## config.mk

```make
export PLATFORM = sky130hd
export DESIGN_NAME = shend_ctrl
export DESIGN_NICKNAME = d
export VERILOG_FILES = /design/src/rtl/shend_pkg.sv /design/src/rtl/shend_ctl_reg.sv /design/src/rtl/shend_fill.sv /design/src/rtl/shend_ctrl.sv
export SDC_FILE = /design/constraint.sdc
export NUM_CORES = 1
export LEC_CHECK = 0
export BUFFER_PORTS_ARGS = -buffer_cell sky130_fd_sc_hd__buf_2
export CAP_MARGIN = 20
export CORE_AREA = 2 2 39 41
export CTS_BUF_LIST = sky130_fd_sc_hd__clkbuf_16
export CTS_CLUSTER_SIZE = 30
export DETAILED_ROUTE_END_ITERATION = 10
export DIE_AREA = 0 0 41 43
export PLACE_DENSITY_LB_ADDON = 0.2
export SLEW_MARGIN = 25
export SYNTH_ARGS = -nofsm -noshare
export SYNTH_HDL_FRONTEND = slang
export SYNTH_HIERARCHICAL = 1
export SYNTH_SLANG_ARGS = --single-unit
```

## constraint.sdc

```tcl
create_clock -name clk -period 2.3 [get_ports clk]
set_input_delay 0.345 -clock clk [delete_from_list [all_inputs] [get_ports clk]]
set_output_delay 0.345 -clock clk [all_outputs]
set_load 0.05 [all_outputs]
```

## src/rtl/shend_pkg.sv

```systemverilog
// Package: shared types for the shift end-condition controller.
// Assumes index 0 is the high (register-file) word and index 1 the low (Q) word.
package shend_pkg;
    localparam int N_SHIFTERS = 2;
    localparam int MODE_W     = 2;

    typedef enum logic [MODE_W-1:0] {
        END_ZERO    = 2'b00,
        END_ROT     = 2'b01,
        END_DSHIFT  = 2'b10,
        END_DROT    = 2'b11
    } end_mode_e;

    typedef struct packed {
        logic                  up;
        end_mode_e             mode;
        logic [N_SHIFTERS-1:0] act;
    } shend_ctl_t;
endpackage

```

## src/rtl/shend_ctl_reg.sv

```systemverilog
// Module: holds the sampled control word for one cycle.
// Assumes a synchronous active-low reset; the reset value is "no shifter active".
module shend_ctl_reg
    import shend_pkg::*;
(
    input  logic       clk,
    input  logic       rst_n,
    input  shend_ctl_t ctl_d,
    output shend_ctl_t ctl_q
);
    // Purpose: capture the control fields at each edge, or clear them on reset.
    always_ff @(posedge clk) begin
        if (!rst_n) begin
            ctl_q <= '{up: 1'b0, mode: END_ZERO, act: '0};
        end else begin
            ctl_q <= ctl_d;
        end
    end
endmodule

```

## src/rtl/shend_fill.sv

```systemverilog
// Module: end-line logic for one shifter.
// It picks the fill bit for the vacated end, sets the drive enables and gives
// the bit pushed out. LOW_HALF=1 marks the low word of a 16-bit pair.
// Assumes the partner inputs come from the other word's boundary bits.
module shend_fill
    import shend_pkg::*;
#(
    parameter bit LOW_HALF = 1'b0
) (
    input  logic      active,
    input  logic      up,
    input  end_mode_e mode,
    input  logic      own_msb,
    input  logic      own_lsb,
    input  logic      mate_msb,
    input  logic      mate_lsb,
    output logic      msb_line,
    output logic      msb_drv,
    output logic      lsb_line,
    output logic      lsb_drv,
    output logic      sout
);
    logic lsb_fill;
    logic msb_fill;

    // Purpose: choose the bit entering the LSB on a shift toward the MSB.
    always_comb begin
        unique case (mode)
            END_ZERO:   lsb_fill = 1'b0;
            END_ROT:    lsb_fill = own_msb;
            END_DSHIFT: lsb_fill = LOW_HALF ? 1'b0 : mate_msb;
            END_DROT:   lsb_fill = mate_msb;
            default:    lsb_fill = 1'b0;
        endcase
    end

    // Purpose: choose the bit entering the MSB on a shift toward the LSB.
    always_comb begin
        unique case (mode)
            END_ZERO:   msb_fill = 1'b0;
            END_ROT:    msb_fill = own_lsb;
            END_DSHIFT: msb_fill = LOW_HALF ? mate_lsb : 1'b0;
            END_DROT:   msb_fill = mate_lsb;
            default:    msb_fill = 1'b0;
        endcase
    end

    // Purpose: enable only the input end of an active shifter and gate the values.
    always_comb begin
        lsb_drv  = active & up;
        msb_drv  = active & ~up;
        lsb_line = lsb_drv & lsb_fill;
        msb_line = msb_drv & msb_fill;
        sout     = active & (up ? own_msb : own_lsb);
    end
endmodule

```

## src/rtl/shend_ctrl.sv

```systemverilog
// Module: top of the shift end-condition controller.
// It registers the control fields, then builds the end-line logic for the
// register-file shifter (high word, index 0) and the Q shifter (low word,
// index 1). The two shifters are cross-linked through their partner bits.
// Assumes the boundary bits settle within the cycle and are used unregistered.
module shend_ctrl
    import shend_pkg::*;
(
    input  logic       clk,
    input  logic       rst_n,
    input  logic       dir_up,
    input  logic [1:0] end_mode,
    input  logic       ram_shift,
    input  logic       q_shift,
    input  logic       ram_msb,
    input  logic       ram_lsb,
    input  logic       q_msb,
    input  logic       q_lsb,
    output logic       ram_msb_line,
    output logic       ram_msb_drv,
    output logic       ram_lsb_line,
    output logic       ram_lsb_drv,
    output logic       q_msb_line,
    output logic       q_msb_drv,
    output logic       q_lsb_line,
    output logic       q_lsb_drv,
    output logic       ram_sout,
    output logic       q_sout
);
    localparam int LAST = N_SHIFTERS - 1;

    shend_ctl_t            ctl_d;
    shend_ctl_t            ctl_q;
    logic [N_SHIFTERS-1:0] w_msb, w_lsb;
    logic [N_SHIFTERS-1:0] o_msb_line, o_msb_drv, o_lsb_line, o_lsb_drv, o_sout;

    // Purpose: pack the control inputs into the control word.
    always_comb begin
        ctl_d.up   = dir_up;
        ctl_d.mode = end_mode_e'(end_mode);
        ctl_d.act  = {q_shift, ram_shift};
    end

    shend_ctl_reg u_ctl (
        .clk   (clk),
        .rst_n (rst_n),
        .ctl_d (ctl_d),
        .ctl_q (ctl_q)
    );

    // Purpose: index the word boundary bits by shifter.
    always_comb begin
        w_msb = {q_msb, ram_msb};
        w_lsb = {q_lsb, ram_lsb};
    end

    for (genvar g = 0; g < N_SHIFTERS; g++) begin : g_sh
        shend_fill #(.LOW_HALF(g == LAST)) u_fill (
            .active   (ctl_q.act[g]),
            .up       (ctl_q.up),
            .mode     (ctl_q.mode),
            .own_msb  (w_msb[g]),
            .own_lsb  (w_lsb[g]),
            .mate_msb (w_msb[LAST-g]),
            .mate_lsb (w_lsb[LAST-g]),
            .msb_line (o_msb_line[g]),
            .msb_drv  (o_msb_drv[g]),
            .lsb_line (o_lsb_line[g]),
            .lsb_drv  (o_lsb_drv[g]),
            .sout     (o_sout[g])
        );
    end

    // Purpose: map the per-shifter results onto the named ports.
    always_comb begin
        ram_msb_line = o_msb_line[0];
        ram_msb_drv  = o_msb_drv[0];
        ram_lsb_line = o_lsb_line[0];
        ram_lsb_drv  = o_lsb_drv[0];
        ram_sout     = o_sout[0];
        q_msb_line   = o_msb_line[LAST];
        q_msb_drv    = o_msb_drv[LAST];
        q_lsb_line   = o_lsb_line[LAST];
        q_lsb_drv    = o_lsb_drv[LAST];
        q_sout       = o_sout[LAST];
    end
endmodule

```

==> impl_metrics.yaml <==
status:
  outcome: "finished, final reports clean"
clocking:
  cts_tree: "built"
  clockRootBuffer: "clkbuf_16"
  cts_resized: 0
  clock_path_buffers: 2
  post_cts_buffers: 0
  path_clk_slew_ns: 0.03
  cts_num_sinks: 5
  cts_hold_buf: 0
  numCtsBuffers: 3
  cts-htree-levels: 1
yosys:
  synth.top_cell.area_share: 0.3774
  yosys_warnings: 6
  synthSimpleGateAreaFrac: 0.3915
  yosys_register_bits: 5
  syn_area_per_cell_um2: 9.473
  synth_fp_nets: 39
  synth_xor_area_frac: 0
  synth_top_family_by_area: "simple AND/OR/NAND/NOR gates"
  synth_compound_area_frac: 0.05660
  ys_types: 11
  synth-seq-area-share: 0.3774
  synth_area_leaders: "dfxtp_1 (38%), and2_1 (17%), nor2b_1 (9.4%), mux2i_1 (7.5%), mux2_4 (5.7%)"
  synth_area_leader_cell: "dfxtp_1"
  netlist_area_um2: 265.3
  yosys-mux-area-fraction: 0.1745
  syn_inst: 28
  synth-adder-area-share: 0
power_and_ir_drop:
  p_sw_mw: 0.08793
  p_seq_frac: 0.229
  power.density_nw_per_um2: 908.3
  internal_power_mw: 0.3371
  peakVddDrop_v: 0.0004247
  p_comb_frac: 0.117
  swShare: 0.2069
  clkPwrFrac: 0.654
  p_leak_nw: 0.2445
global_route:
  grt_use_total: 0.07530
  grt-ovfl-total: 0
  grt_pass1_wl_um: 841
  grt_max_degree: 7
  grt_pass1_vias: 238
  antenna_found_initial: 0
drt:
  firstDrtPassIters: 2
  drc: 0
  wl_per_cell_um: 8.853
  ant_nets: 0
  vias_per_cell: 4.059
  num_vias: 276
  drt_wl_total_um: 602
  drtIter0Drc: 1
sta:
  max_slew_margin: 0.8360
  maxSlewViolCount: 0
  finalHoldViolCount: 0
  fin_hold_ws_ns: 0.3247
  worst_slew_pin_slew_ns: 0.2457
  setup_slack_ns: 0.5922
  finalCritPeriodShare: 0.7425
  setup_tns_ns: 0
  max_freq_ghz: 0.5856
  rsz0062_at_grt: "no"
  fin_crit_ns: 1.708
  finalSetupViolCount: 0
floorplan:
  fp.dieW_um: 41
  dieArea_um2: 1763
  dieHeight_um: 43
  rows: 14
  initial_core_util: 0.1917
  core_um2: 1384
  io_pins: 21
cells_and_area:
  largest_register_ffs: 5
  synthToLayoutAreaGrowth_pct: 76.42
  drive_gt1_frac: 0.4808
  n_fill_cell: 151
  antenna_cells: 0
  nets: 64
  top_register: "u_ctl/ctl_q"
  reg_top3: "u_ctl/ctl_q (5)"
worst_hold_path:
  min_path_type: "input pin to flip-flop"
  hold-path-cell-count: 2
job:
  maxCapViolCount: 0
setup_path:
  start_kind: "flip-flop"
  crit_path_end_kind: "output pin"
  critical_path_class: "flip-flop to output pin"
  critPathRequiredTime_ns: 1.96
  cp_max_fo: 6
  cp.arrival_ns: 1.36
placement:
  place_ws_ns: 0.8283
  dp_hpwl_um: 489.7
  routabilityCongestion: 0.5631
  port_buffers: 20
## final timing paths
path | from | to | slack [ns]
min | dir_up | u_ctl/ctl_q[4] | 0.32
max | u_ctl/ctl_q[3] | ram_msb_line | 0.59
## synthesized netlist by cell type, drive strengths merged
cell    instances
a21boi          2
and2            7
and3            2
dfxtp           5
mux2            2
mux2i           2
nand2           2
nand3b          2
nor2b           4
## power groups by stage
stage	combinational (mW)	sequential (mW)	clock (mW)
6_report	0.0497	0.0973	0.278
5_1_grt	0.0531	0.0982	0.296
4_1_cts	0.0500	0.0974	0.283
3_5_place_dp	0.0499	0.0986	0
3_3_place_gp	0.0507	0.0984	0
2_1_floorplan	0.0339	0.0969	0
## metal layers
layer | track usage | vias to the layer above | part of all wire
li1 | - | 141 | -
met3 | 0.04712 | 2 | 0.14
met2 | 0.1031 | 19 | 0.40
met5 | 0 | - | 0
met1 | 0.07717 | 114 | 0.43
met4 | 0.06000 | 0 | 0.033
## per-stage QoR
step	instance area (um^2)	instances	utilization	total power, mW
floorplan	269.0	28	-	0.1308
global placement	389.1	64	0.2812	0.1491
detailed placement	389.1	64	0.2812	0.1485
CTS	467.9	68	0.3382	0.4303
global route	467.9	68	0.3382	0.4468
finish	467.9	68	0.3382	0.4251
## critical path, stage by stage (launching register included)
cell,delay [ns]
dfxtp_1,0.42
mux2_1,0.34
and3_1,0.17
buf_2,0.20
## area by class of cell
| class | count | area, um^2 | area share |
|---|---|---|---|
| clock buffer | 3 | 75.07 | 0.1604 |
| clock inverter | 1 | 3.754 | 0.008021 |
| multi-input combinational | 23 | 168.9 | 0.3610 |
| sequential | 5 | 100.1 | 0.2139 |
| tap | 16 | 20.02 | 0.04278 |
| timing repair buffer | 20 | 100.1 | 0.2139 |
## cells in the final DEF, fill, tap and decap left out
cell | Yosys | layout
and2_1 | 7 | 7
dfxtp_1 | 5 | 5
mux2_4 | 1 | 1
nand2_1 | 2 | 2
mux2i_1 | 2 | 2
a21boi_1 | 1 | 1
a21boi_2 | 0 | 1
and3_1 | 2 | 2
nor2b_1 | 4 | 4
inv_1 | 0 | 1
buf_2 | 0 | 20
mux2_1 | 1 | 1
clkbuf_16 | 0 | 3
nand3b_1 | 2 | 2
## cell families after synthesis
family	count (synthesis)
DFF	5
AOI/OAI and AO/OA	2
muxes	4
and+or+nand+nor	17
(Power assumes the default switching activity.)
